<file path="config.mk">
export PLATFORM = sky130hd
export DESIGN_NAME = ptx_hit_recorder
export DESIGN_NICKNAME = d
export VERILOG_FILES = /design/src/rtl/ptx_pkg.sv /design/src/rtl/ptx_edge.sv /design/src/rtl/ptx_ctrl.sv /design/src/rtl/ptx_store.sv /design/src/rtl/ptx_rdmux.sv /design/src/rtl/ptx_hit_recorder.sv
export SDC_FILE = /design/constraint.sdc
export NUM_CORES = 1
export LEC_CHECK = 0
export ABC_CLOCK_PERIOD_IN_PS = 2400
export BUFFER_PORTS_ARGS = -buffer_cell sky130_fd_sc_hd__clkbuf_2
export CORE_MARGIN = 5
export CORE_UTILIZATION = 40
export CTS_CLUSTER_SIZE = 16
export DETAILED_ROUTE_END_ITERATION = 6
export PLACE_DENSITY_LB_ADDON = 0.25
export SYNTH_ARGS = -nofsm -noshare
export SYNTH_HDL_FRONTEND = slang
export SYNTH_SLANG_ARGS = --single-unit
</file>
<file path="constraint.sdc">
create_clock -name clk -period 2.4 [get_ports clk]
set_clock_uncertainty 0.1 [all_clocks]
set_input_delay 0.48 -clock clk [delete_from_list [all_inputs] [get_ports clk]]
set_output_delay 0.48 -clock clk [all_outputs]
set_load 0.01 [all_outputs]
</file>
<file path="src/rtl/ptx_pkg.sv">
package ptx_pkg;
   // One action per clock, already resolved by priority
   typedef enum logic [1:0] {
      OP_IDLE  = 2'd0,
      OP_CLEAR = 2'd1,
      OP_BCAST = 2'd2,
      OP_HIT   = 2'd3
   } ptx_op_e;

   function automatic ptx_op_e pick_op(input logic clr, input logic bcast, input logic rise);
      if (clr)        return OP_CLEAR;
      else if (bcast) return OP_BCAST;
      else if (rise)  return OP_HIT;
      else            return OP_IDLE;
   endfunction
endpackage

</file>
<file path="src/rtl/ptx_edge.sv">
module ptx_edge (
   input  logic clk,
   input  logic rst_n,
   input  logic level_in,
   output logic rise_out
);
   logic level_q;

   always_ff @(posedge clk or negedge rst_n) begin
      if (!rst_n) level_q <= 1'b0;
      else        level_q <= level_in;
   end

   assign rise_out = level_in & ~level_q;
endmodule

</file>
<file path="src/rtl/ptx_ctrl.sv">
module ptx_ctrl
   import ptx_pkg::*;
#(
   parameter int NCELLS = 2,
   localparam int CNT_W = $clog2(NCELLS + 1)
) (
   input  logic              clk,
   input  logic              rst_n,
   input  ptx_op_e           op,
   output logic [CNT_W-1:0]  fill_cnt,
   output logic              ovf,
   output logic [NCELLS-1:0] cell_we
);
   localparam logic [CNT_W-1:0] FULL = CNT_W'(NCELLS);

   logic [CNT_W-1:0] fill_q;
   logic             ovf_q;
   logic             full;

   assign full = (fill_q == FULL);

   always_ff @(posedge clk or negedge rst_n) begin
      if (!rst_n) begin
         fill_q <= '0;
         ovf_q  <= 1'b0;
      end else begin
         unique case (op)
            OP_CLEAR: begin
               fill_q <= '0;
               ovf_q  <= 1'b0;
            end
            OP_BCAST: fill_q <= FULL;
            OP_HIT: begin
               if (full) ovf_q  <= 1'b1;
               else      fill_q <= fill_q + 1'b1;
            end
            default: ;
         endcase
      end
   end

   for (genvar c = 0; c < NCELLS; c++) begin : g_we
      assign cell_we[c] = (op == OP_BCAST) ||
                          ((op == OP_HIT) && (fill_q == CNT_W'(c)));
   end

   assign fill_cnt = fill_q;
   assign ovf      = ovf_q;
endmodule

</file>
<file path="src/rtl/ptx_store.sv">
module ptx_store #(
   parameter int TS_W   = 14,
   parameter int NCELLS = 2
) (
   input  logic              clk,
   input  logic              rst_n,
   input  logic [NCELLS-1:0] we,
   input  logic [TS_W-1:0]   din,
   output logic [TS_W-1:0]   cells [NCELLS]
);
   for (genvar c = 0; c < NCELLS; c++) begin : g_cell
      logic [TS_W-1:0] word_q;
      always_ff @(posedge clk or negedge rst_n) begin
         if (!rst_n)     word_q <= '0;
         else if (we[c]) word_q <= din;
      end
      assign cells[c] = word_q;
   end
endmodule

</file>
<file path="src/rtl/ptx_rdmux.sv">
module ptx_rdmux #(
   parameter int TS_W   = 14,
   parameter int NCELLS = 2,
   localparam int SEL_W = (NCELLS > 1) ? $clog2(NCELLS) : 1,
   localparam int CNT_W = $clog2(NCELLS + 1)
) (
   input  logic [SEL_W-1:0] sel,
   input  logic [CNT_W-1:0] fill_cnt,
   input  logic [TS_W-1:0]  cells [NCELLS],
   output logic [TS_W-1:0]  data,
   output logic             valid
);
   if (NCELLS == 1) begin : g_single
      assign valid = (sel == '0) && (fill_cnt != '0);
      assign data  = valid ? cells[0] : '0;
   end else begin : g_multi
      logic [CNT_W-1:0] sel_ext;
      assign sel_ext = CNT_W'(sel);
      assign valid   = sel_ext < fill_cnt;
      always_comb begin
         data = '0;
         for (int c = 0; c < NCELLS; c++) begin
            if (valid && (sel == SEL_W'(c))) data = cells[c];
         end
      end
   end
endmodule

</file>
<file path="src/rtl/ptx_hit_recorder.sv">
module ptx_hit_recorder
   import ptx_pkg::*;
#(
   parameter int TS_W   = 14,
   parameter int NCELLS = 2,
   localparam int SEL_W = (NCELLS > 1) ? $clog2(NCELLS) : 1,
   localparam int CNT_W = $clog2(NCELLS + 1)
) (
   input  logic             clk,
   input  logic             rst_n,
   input  logic             hit_in,
   input  logic [TS_W-1:0]  ts_bus,
   input  logic             train_clr,
   input  logic             tst_wr,
   input  logic [SEL_W-1:0] rd_sel,
   output logic [TS_W-1:0]  rd_data,
   output logic             rd_valid,
   output logic             px_empty,
   output logic             ovf_flag
);
   if (TS_W < 1) begin : g_bad_width
      $error("ptx_hit_recorder: TS_W must be at least 1");
   end
   if (NCELLS < 1 || NCELLS > 64) begin : g_bad_depth
      $error("ptx_hit_recorder: NCELLS must lie in 1..64");
   end

   logic              hit_rise;
   ptx_op_e           op;
   logic [CNT_W-1:0]  fill_cnt;
   logic [NCELLS-1:0] cell_we;
   logic [TS_W-1:0]   cells [NCELLS];

   ptx_edge u_edge (
      .clk      (clk),
      .rst_n    (rst_n),
      .level_in (hit_in),
      .rise_out (hit_rise)
   );

   assign op = pick_op(train_clr, tst_wr, hit_rise);

   ptx_ctrl #(.NCELLS(NCELLS)) u_ctrl (
      .clk      (clk),
      .rst_n    (rst_n),
      .op       (op),
      .fill_cnt (fill_cnt),
      .ovf      (ovf_flag),
      .cell_we  (cell_we)
   );

   ptx_store #(.TS_W(TS_W), .NCELLS(NCELLS)) u_store (
      .clk   (clk),
      .rst_n (rst_n),
      .we    (cell_we),
      .din   (ts_bus),
      .cells (cells)
   );

   ptx_rdmux #(.TS_W(TS_W), .NCELLS(NCELLS)) u_rdmux (
      .sel      (rd_sel),
      .fill_cnt (fill_cnt),
      .cells    (cells),
      .data     (rd_data),
      .valid    (rd_valid)
   );

   assign px_empty = (fill_cnt == '0);
endmodule

</file>
==> run_results.csv <==
group,metric,value,unit
outcome,run_status,"complete, no violations",
clock_network,cts-hold-fix-buffers,0,
yosys,synth_compound_gate_area_share,0.03798,
yosys,syn-instance-count,113,
sta,timing.final.crit_period,2219,ps
cells_and_area,final-seq-area,800.8,sq um
cells_and_area,filler_cell_count_in_the_final_layout,372,
setup_path,worstSetupPathType,"register to output port",
yosys,synthAdderAreaFrac,0.02326,
setup_path,cp_data_required_time,1820,ps
routing,wl_met2,1.562,mm
clock_network,root_buffer,"sky130_fd_sc_hd__clkbuf_8",
cells_and_area,final-instance-count-excl-fill,204,
die,start_util,0.4094,
clock_network,cts.sink_count,32,
routing,first_pass_drt_iterations,3,
setup_path,arrival_time_at_the_worst_endpoint,1640,ps
setup_path,cp-end-kind,"output port",
job,cap_violations,0,
power_and_ir_drop,power.share.combinational,0.211,
setup_path,cp-start-kind,"register",
sta,worst_slew_pin_slew,785.9,ps
setup_path,regToRegSetupSlack,500,ps
power_and_ir_drop,power-per-cell-area,721.0,nW/um^2
clock_network,clock_tree.buffer_depth,2,
hold_path,min-delay-path-class,"input port to asynchronous set/reset pin",
setup_path,crit_path_cell_trace,"inv_1 -> o21a_1 -> nor2_1 -> clkbuf_2",
routing,antenna_violating_nets_post_route,0,
yosys,postSynthRegisterBits,32,
routing,top_layer_used,"met4",
yosys,synthSimpleGateAreaFrac,0.05659,
power_and_ir_drop,post-layout-total-power,1385,uW
clock_network,cts_inserted_buffers,5,
die,pin_count,37,
global_routing,vias_in_the_first_global_route,1076,
routing,wl_met3,188,um
cells_and_area,antennaDiodeCount,0,
clock_network,insertion_delay,270,ps
setup_path,timing.critical_path.max_delay_family,"compound AO/OA/AOI/OAI gates",
clock_network,worst_setup_hold_path_clk_slew,60,ps
yosys,synth-warning-count,0,
routing,finalWirelength,3.069,mm
cells_and_area,area_growth_syn_to_layout,18.99,%
cells_and_area,fraction_of_final_layout_cells_with_drive_strength_greater_than_1,0.5130,
routing,drt-vias-per-instance,4.912,
sta,setup_viol,0,
setup_path,path_buf_inv,2,
cells_and_area,final_cell_mix,"sky130_fd_sc_hd__clkbuf_2, sky130_fd_sc_hd__dfrtp_1, sky130_fd_sc_hd__mux2_4",
setup_path,crit_path_max_fanout,15,
yosys,synth_sequential_area_ratio,0.4961,
global_routing,grt_pass1_wl,4.968,mm
yosys,largest_family_of_logic_cells_by_synthesized_area,"multiplexers",
global_routing,overflow,0,
placed_design,placedCellCount,197,
power_and_ir_drop,netSwitchingPower,345.7,uW
die,fp.dieArea,5405,sq um
power_and_ir_drop,seq_power_share,0.477,
sta,final_min_period_over_clock_period,0.9245,
sta,max_slew_margin,0.4760,
placed_design,dpl.hpwl,2.268,mm
setup_path,cp_slowest_cell,"sky130_fd_sc_hd__o21a_1",
clock_network,cts-resized-gates,0,
global_routing,antenna_found_initial,0,
die,floorplan.rows,23,
placed_design,place_worst_setup_slack,355.0,ps
sta,rsz0062_at_grt,"false",
yosys,postSynthAreaPerCell,14.28,sq um
sta,fin_tns_setup,0,ps
clock_network,cts_htree_levels,2,
sta,report.final.slew_viol_count,0,
yosys,mappedNetlistArea,1614,sq um
power_and_ir_drop,power.leakage,0.0009873,uW
power_and_ir_drop,ir_drop,0.3079,mV
power_and_ir_drop,clkPwrFrac,0.312,
power_and_ir_drop,power_switching_share,0.2497,
clock_network,post-cts-setup-buffer-count,0,
global_routing,globalRouteTotalUtil,0.1211,
placed_design,port_buffers,36,
setup_path,max_stage_delay,520,ps
sta,final_worst_path_setup_slack,181.3,ps
yosys,yosys-mux-area-fraction,0.3349,
routing,route.vias.total,1002,
clock_network,tritoncts,"yes",
routing,number_of_remaining_drc_errors,0,
sta,count_of_final_hold_check_violations,0,
sta,fmax,450.7,MHz
cells_and_area,multiInputGateArea,739.5,sq um
routing,detail_route.wirelength.met1,1.285,mm
die,core-area,3943,sq um
routing,drt-initial-drc-count,42,
die,floorplan.die.height,73.52,um
placed_design,gp_congestion,0.7177,
cells_and_area,final_common_cell,"sky130_fd_sc_hd__clkbuf_2",
yosys,synth_xor_xnor_area_share,0.005426,
yosys,netlist-cell-type-count,19,
cells_and_area,fin_nets,177,
routing,wire_per_inst,15.04,um
global_routing,grt_max_degree,33,
die,die_x,73.52,um
yosys,post_synthesis_net_count,136,
power_and_ir_drop,intPower,1039,uW
==> cell type report <==
type,instances,share of cell area
Multi-Input combinational cell,71,0.3850
Tap cell,50,0.03257
Clock buffer,7,0.05016
Sequential cell,32,0.4169
Inverter,5,0.009772
Timing Repair Buffer,39,0.1055
==> kinds of logic (layout without fill, tap and decap cells) <==
group | Yosys count | after routing
AO/OA/AOI/OAI | 5 | 5
XOR/XNOR | 1 | 1
flip-flops | 32 | 32
adder cells (fa/ha/maj) | 3 | 3
multiplexers | 43 | 43
AND/OR/NAND/NOR | 19 | 19
buffers and inverters | 10 | 51
==> sequential cells by signal, indices dropped and copies added, names as in the netlist <==
signal / cells
u_ctrl.fill_cnt: 2
u_store.g_cell.word_q: 28
u_edge.level_q: 1
u_ctrl.ovf: 1
==> through the flow <==
stage,area [sq um],hold slack (ps),utilization
floorplan,1614,84.41,-
CTS,1921,201.1,0.4871
global route,1921,234.0,0.4871
detailed placement,1824,391.1,0.4627
global placement,1824,387.5,0.4627
finish,1921,178.1,0.4871
==> cell usage after synthesis, drive strengths merged <==
cell | number | area share
dfrtp | 32 | 0.50
mux2 | 28 | 0.24
mux2i | 15 | 0.093
nor2 | 15 | 0.035
buf | 5 | 0.034
inv | 5 | 0.012
a31oi | 3 | 0.030
ha | 3 | 0.023
nor2b | 2 | 0.014
a21oi | 1 | 0.0031
nor3 | 1 | 0.0031
nor3b | 1 | 0.0047
o21a | 1 | 0.0047
xnor2 | 1 | 0.0054
==> path summary, 6_finish.rpt <==
kind / from / endpoint / depth (start not counted)
hold reg to reg: u_store.g_cell[0].word_q[11] / u_store.g_cell[0].word_q[11] / 1
setup / recovery: u_ctrl.fill_cnt[0] / rd_data[7] / 4
hold / removal: rst_n / u_store.g_cell[1].word_q[4] / 1
setup reg to reg: u_ctrl.fill_cnt[0] / u_store.g_cell[0].word_q[0] / 5
min in group clk: hit_in / u_edge.level_q / 1
max in group asynchronous: rst_n / u_store.g_cell[1].word_q[3] / 1
==> worst register-to-register path, delay by kind of cell, from the launching register on <==
| kind | cells | cell delay (ps) |
|---|---|---|
| flops | 1 | 400 |
| compound gates | 1 | 310 |
| fa+ha+maj | 1 | 260 |
| mux | 1 | 350 |
| buf+inv | 2 | 370 |
==> per-layer routing <==
metal | vias up | track usage
met5 | - | 0
met4 | 0 | 0.04225
met1 | 503 | 0.1475
li1 | 468 | -
met3 | 5 | 0.03420
met2 | 26 | 0.2037
==> power by group through the flow <==
stage               combinational (uW)  clock, uW  sequential [uW]
floorplan                          218          0              658
global route                       321        463              670
finish                             292        432              661
detailed placement                 297          0              670
CTS                                298        452              661
global placement                   289          0              665
(Power assumes the default switching activity.)
